File: src/rtl/acc_sig_pkg.sv
package acc_sig_pkg;

  typedef enum logic [1:0] {
    ST_SEEK = 2'd0,
    ST_HEAD = 2'd1,
    ST_BODY = 2'd2,
    ST_HELD = 2'd3
  } sig_state_e;

  localparam int unsigned N_CODES  = 4;
  localparam int unsigned M_LEAD   = 0;
  localparam int unsigned M_SECOND = 1;
  localparam int unsigned M_PASS   = 2;
  localparam int unsigned M_FAIL   = 3;

endpackage

File: src/rtl/acc_sig_match.sv
module acc_sig_match #(
  parameter int unsigned DATA_W   = 8,
  parameter int unsigned N        = 4,
  parameter logic [N*DATA_W-1:0] CODE_VEC = '0
) (
  input  logic [DATA_W-1:0] byte_i,
  input  logic              stb_i,
  output logic [N-1:0]      hit_o
);

  for (genvar g = 0; g < N; g++) begin : g_cmp
    assign hit_o[g] = stb_i && (byte_i == CODE_VEC[g*DATA_W +: DATA_W]);
  end

endmodule

File: src/rtl/acc_sig_fsm.sv
module acc_sig_fsm
  import acc_sig_pkg::*;
(
  input  logic               clk,
  input  logic               rst_n,
  input  logic               stb_i,
  input  logic [N_CODES-1:0] hit_i,
  output logic               pass_ev_o,
  output logic               fail_ev_o
);

  sig_state_e state_q, state_d;
  logic       state_en;

  always_comb begin
    state_d   = state_q;
    pass_ev_o = 1'b0;
    fail_ev_o = 1'b0;
    unique case (state_q)
      ST_SEEK: if (hit_i[M_LEAD]) state_d = ST_HEAD;
      ST_HEAD: begin
        if (hit_i[M_SECOND])    state_d = ST_BODY;
        else if (hit_i[M_LEAD]) state_d = ST_HEAD;
        else                    state_d = ST_SEEK;
      end
      ST_BODY: begin
        if (hit_i[M_PASS]) begin
          state_d   = ST_HELD;
          pass_ev_o = 1'b1;
        end else if (hit_i[M_FAIL]) begin
          state_d   = ST_HELD;
          fail_ev_o = 1'b1;
        end else if (hit_i[M_LEAD]) begin
          state_d = ST_HEAD;
        end else begin
          state_d = ST_SEEK;
        end
      end
      default: state_d = ST_HELD;
    endcase
  end

  assign state_en = stb_i && (state_q != ST_HELD);

  always_ff @(posedge clk or negedge rst_n) begin
    if (!rst_n) begin
      state_q <= ST_SEEK;
    end else if (state_en) begin
      state_q <= state_d;
    end
  end

endmodule

File: src/rtl/acc_sig_result.sv
module acc_sig_result (
  input  logic clk,
  input  logic rst_n,
  input  logic pass_ev_i,
  input  logic fail_ev_i,
  output logic done_o,
  output logic pass_o,
  output logic fail_o
);

  logic done_q, pass_q, fail_q;
  logic set_en;

  assign set_en = !done_q && (pass_ev_i || fail_ev_i);

  always_ff @(posedge clk or negedge rst_n) begin
    if (!rst_n) begin
      done_q <= 1'b0;
      pass_q <= 1'b0;
      fail_q <= 1'b0;
    end else if (set_en) begin
      done_q <= 1'b1;
      pass_q <= pass_ev_i;
      fail_q <= fail_ev_i && !pass_ev_i;
    end
  end

  assign done_o = done_q;
  assign pass_o = pass_q;
  assign fail_o = fail_q;

endmodule

File: src/rtl/acc_sig_detect.sv
module acc_sig_detect
  import acc_sig_pkg::*;
#(
  parameter int unsigned        DATA_W    = 8,
  parameter logic [DATA_W-1:0]  LEAD_B    = 8'hAA,
  parameter logic [DATA_W-1:0]  SECOND_B  = 8'h55,
  parameter logic [DATA_W-1:0]  PASS_B    = 8'h01,
  parameter logic [DATA_W-1:0]  FAIL_B    = 8'h00
) (
  input  logic              clk,
  input  logic              rst_n,
  input  logic              wr_stb_i,
  input  logic [DATA_W-1:0] acc_i,
  output logic              done_o,
  output logic              pass_o,
  output logic              fail_o
);

  localparam logic [N_CODES*DATA_W-1:0] CODES = {FAIL_B, PASS_B, SECOND_B, LEAD_B};

  logic [N_CODES-1:0] hit;
  logic               pass_ev, fail_ev;

  acc_sig_match #(
    .DATA_W  (DATA_W),
    .N       (N_CODES),
    .CODE_VEC(CODES)
  ) u_match (
    .byte_i(acc_i),
    .stb_i (wr_stb_i),
    .hit_o (hit)
  );

  acc_sig_fsm u_fsm (
    .clk      (clk),
    .rst_n    (rst_n),
    .stb_i    (wr_stb_i),
    .hit_i    (hit),
    .pass_ev_o(pass_ev),
    .fail_ev_o(fail_ev)
  );

  acc_sig_result u_res (
    .clk      (clk),
    .rst_n    (rst_n),
    .pass_ev_i(pass_ev),
    .fail_ev_i(fail_ev),
    .done_o   (done_o),
    .pass_o   (pass_o),
    .fail_o   (fail_o)
  );

endmodule

File: config.mk
export PLATFORM = sky130hd
export DESIGN_NAME = acc_sig_detect
export DESIGN_NICKNAME = d
export VERILOG_FILES = /design/src/rtl/acc_sig_pkg.sv /design/src/rtl/acc_sig_match.sv /design/src/rtl/acc_sig_fsm.sv /design/src/rtl/acc_sig_result.sv /design/src/rtl/acc_sig_detect.sv
export SDC_FILE = /design/constraint.sdc
export NUM_CORES = 1
export LEC_CHECK = 0
export BUFFER_PORTS_ARGS = -buffer_cell sky130_fd_sc_hd__buf_2
export CAP_MARGIN = 20
export CORE_AREA = 2 2 39 41
export CTS_BUF_LIST = sky130_fd_sc_hd__clkbuf_16
export DETAILED_ROUTE_END_ITERATION = 10
export DIE_AREA = 0 0 41 43
export PLACE_DENSITY = 0.5
export RECOVER_POWER = 50
export SYNTH_ARGS = -nofsm -noshare
export SYNTH_HDL_FRONTEND = slang
export SYNTH_SLANG_ARGS = --single-unit
File: constraint.sdc
create_clock -name clk -period 1.7 [get_ports clk]
set_clock_uncertainty 0.05 [all_clocks]
set_input_delay 0.17 -clock clk [delete_from_list [all_inputs] [get_ports clk]]
set_output_delay 0.17 -clock clk [all_outputs]
set_load 0.02 [all_outputs]
==> metrics.csv <==
stage,metric,value,unit
status,outcome,finished clean,
synthesis,synth_edf_count,0,
clocking,ctsHoldBuffers,1,
global_routing,grt_pass1_wl,979,µm
clocking,postCtsSetupBuffers,0,
global_routing,met3_usage,0.0209,
sta,rsz0062_at_grt,false,
synthesis,synth_area_leader_cell,dfrtp_1,
synthesis,ys_seq_area_frac,0.433,
setup_path,r2r_cells,3,
run,max_cap_violations,0,
route,first_iter_violations,1,
clocking,cts_root_buffer,clkbuf_16,
setup_path,crit_path_end,u_res.pass_o$_DFFE_PN0P_,
synthesis,async_flop_share,1.00,
final_layout,fill_cells,147,
setup_path,arrival,1.37,ns
hold_path,hold_class,in -> reg,
sta,tns,0,ns
route,wl_per_cell,11.4,µm
setup_path,critPathKind,reg -> reg,
setup_path,crit_fanout,4,
clocking,clock_path_buffers,2,
synthesis,syn_inst,25,
clocking,cts.htree.levels,1,
die,row_count,14,
synthesis,synth_simple_gate_area_frac,0.299,
placement,post-dp-hpwl,510,µm
die,start_util,0.209,
route,drt_pass1_iterations,2,
clocking,cts_resized,0,
route,avgViaCountPerCell,4.41,
pwr,vdd_drop_max,0.719,mV
synthesis,syn_nets,36,
route,wl,672,µm
synthesis,ys_types,17,
global_routing,track_usage,0.0859,
synthesis,yosys_register_bits,5,
pwr,power,533,µW
synthesis,ys_warn_count,0,
setup_path,startpoint,u_fsm.state_q[0]$_DFFE_PN0P_,
route,vias,260,
sta,slew_violations,0,
sta,maxSlewHeadroom,0.743,
placement,io_buffers,13,
hold_path,hold_depth,2,
synthesis,synth_compound_area_frac,0.143,
global_routing,overflow,0,
sta,fmax,0.763,GHz
route,antenna_left,0,
sta,period_minus_slack,1.31,ns
setup_path,regToRegStartpoint,u_fsm.state_q[0]$_DFFE_PN0P_,
final_layout,post-route-util,0.334,
route,drcViolationCount,0,
global_routing,grt.met1_usage,0.125,
final_layout,layout-drive-gt1-share,0.465,
synthesis,synth_ff_type,dfrtp_1,
clocking,cts.sinks,5,
setup_path,worstPathRequired,1.76,ns
global_routing,grt_pass1_vias,233,
die,die_w,41,µm
synthesis,synth-adder-area-share,0,
synthesis,synthesis.area,289,µm²
die,die-height,43,µm
sta,tightest_slew,0.382,ns
global_routing,busiest_layer,met1,
die,die_area,0.00176,mm²
sta,setup_viol,0,
synthesis,synth_commonest_cells,"dfrtp_1 (5), inv_1 (3), o21ai_0 (3)",
clocking,cts_tree,done,
final_layout,antennaDiodeCount,0,
setup_path,end_kind,flip-flop,
setup_path,rrSetupSlack,0.39,ns
sta,fin_hold_ws,0.131,ns
die,core_area,0.00138,mm²
global_routing,grt_antenna_before_repair,0,
synthesis,syn_area_per_cell,11.6,µm²
sta,finalHoldViolCount,0,
setup_path,critPathLaunchType,flip-flop,
clocking,clk_pin_slew,0.03,ns
global_routing,grt_util_met2,0.0969,
pwr,p_leak,0.236,nW
sta,finalCritPeriodShare,0.771,
pwr,p_per_area,1150,mW/mm²
final_layout,layout.nets,55,
clocking,cts_made_buffers,3,
synthesis,muxShareOfSynthArea,0.0866,
final_layout,areaGrowthSynthToFinish,59.7,%
synthesis,synth_most_common_cell,dfrtp_1,
hold_path,hold_path_startpoint,acc_i[0],
setup_path,r2r_end,u_res.pass_o$_DFFE_PN0P_,
clocking,clkLatencyLatePin,0.23,ns
synthesis,synth_top_family_by_area,simple AND/OR/NAND/NOR gates,
synthesis,ys_top_cells_by_area,"dfrtp_1 (43%), nor4_4 (7.4%), o21ai_0 (5.2%), mux2_4 (5.2%), nand4_2 (4.3%)",
placement,gp_congestion,0.702,
die,boundaryPins,14,
synthesis,synth.top_cell.area_share,0.433,
synthesis,synthXorXnorAreaFrac,0,
global_routing,grt_max_degree,6,
## routing by layer
layer | part of all wire | vias up
met4 | 0.028 | 0
met3 | 0.11 | 2
met5 | 0 | -
li1 | - | 133
met2 | 0.34 | 15
met1 | 0.52 | 110
## area by class of cell
cell class              count  area [µm²]  share of cell area
clock inverters             1        3.75             0.00813
well taps                  16        20.0              0.0434
flip-flops and latches      5         125               0.271
multi-input cells          17         153               0.331
inverters                   3        11.3              0.0244
clock buffers               3        75.1               0.163
repair buffers             14        73.8               0.160
## where the power goes
group,leakage (nW),switching (mW),total [mW],internal [mW]
Clock,0.0423,0.0764,0.381,0.305
Combinational,0.129,0.0171,0.0317,0.0146
Sequential,0.0646,0.000212,0.120,0.120
## critical path, stage by stage (launching register included)
cell	delay, ns
dfrtp_1	0.39
nor3b_1	0.26
nand4_2	0.17
mux2_4	0.33
## flip-flops by register name, summed over array words and instances, names as in the netlist
| register | cells |
|---|---|
| u_res.done_o | 1 |
| u_res.pass_o | 1 |
| u_res.fail_o | 1 |
| u_fsm.state_q | 2 |
## cells by family (layout without fill, tap and decap cells)
logic type,Yosys count,count (layout)
AO/OA/AOI/OAI,6,6
buffers and inverters,3,21
multiplexers,2,2
AND/OR/NAND/NOR,9,9
flip-flops,5,5
## worst min path at each step
stage                                   endpoint
floorplan           u_fsm.state_q[0]$_DFFE_PN0P_
detailed placement      u_res.done_o$_DFFE_PN0P_
global placement        u_res.done_o$_DFFE_PN0P_
CTS                     u_res.fail_o$_DFFE_PN0P_
global route            u_res.fail_o$_DFFE_PN0P_
finish                  u_res.fail_o$_DFFE_PN0P_
## cell usage in the layout, fill, tap and decap left out
cell	n
and4b_1	1
mux2i_1	1
nor3b_1	1
nor2b_1	1
a22oi_1	1
nand4_1	1
inv_1	4
dfrtp_1	5
clkbuf_1	1
o21ai_0	3
mux2_4	1
buf_2	12
nand2_1	1
clkbuf_16	3
nor4_4	1
and4_1	1
dlygate4sd3_1	1
a41o_2	1
a21boi_0	1
nand4_2	1
nor3_2	1
## per-stage QoR
stage / setup slack, ns / cells / cell area, µm²
2_1_floorplan: 0.377 / 25 / 289
3_3_place_gp: 0.326 / 54 / 374
3_5_place_dp: 0.301 / 54 / 374
4_1_cts: 0.361 / 59 / 463
5_1_grt: 0.300 / 59 / 462
6_report: 0.389 / 59 / 462
Note: power is estimated with default switching activity, not from simulation.
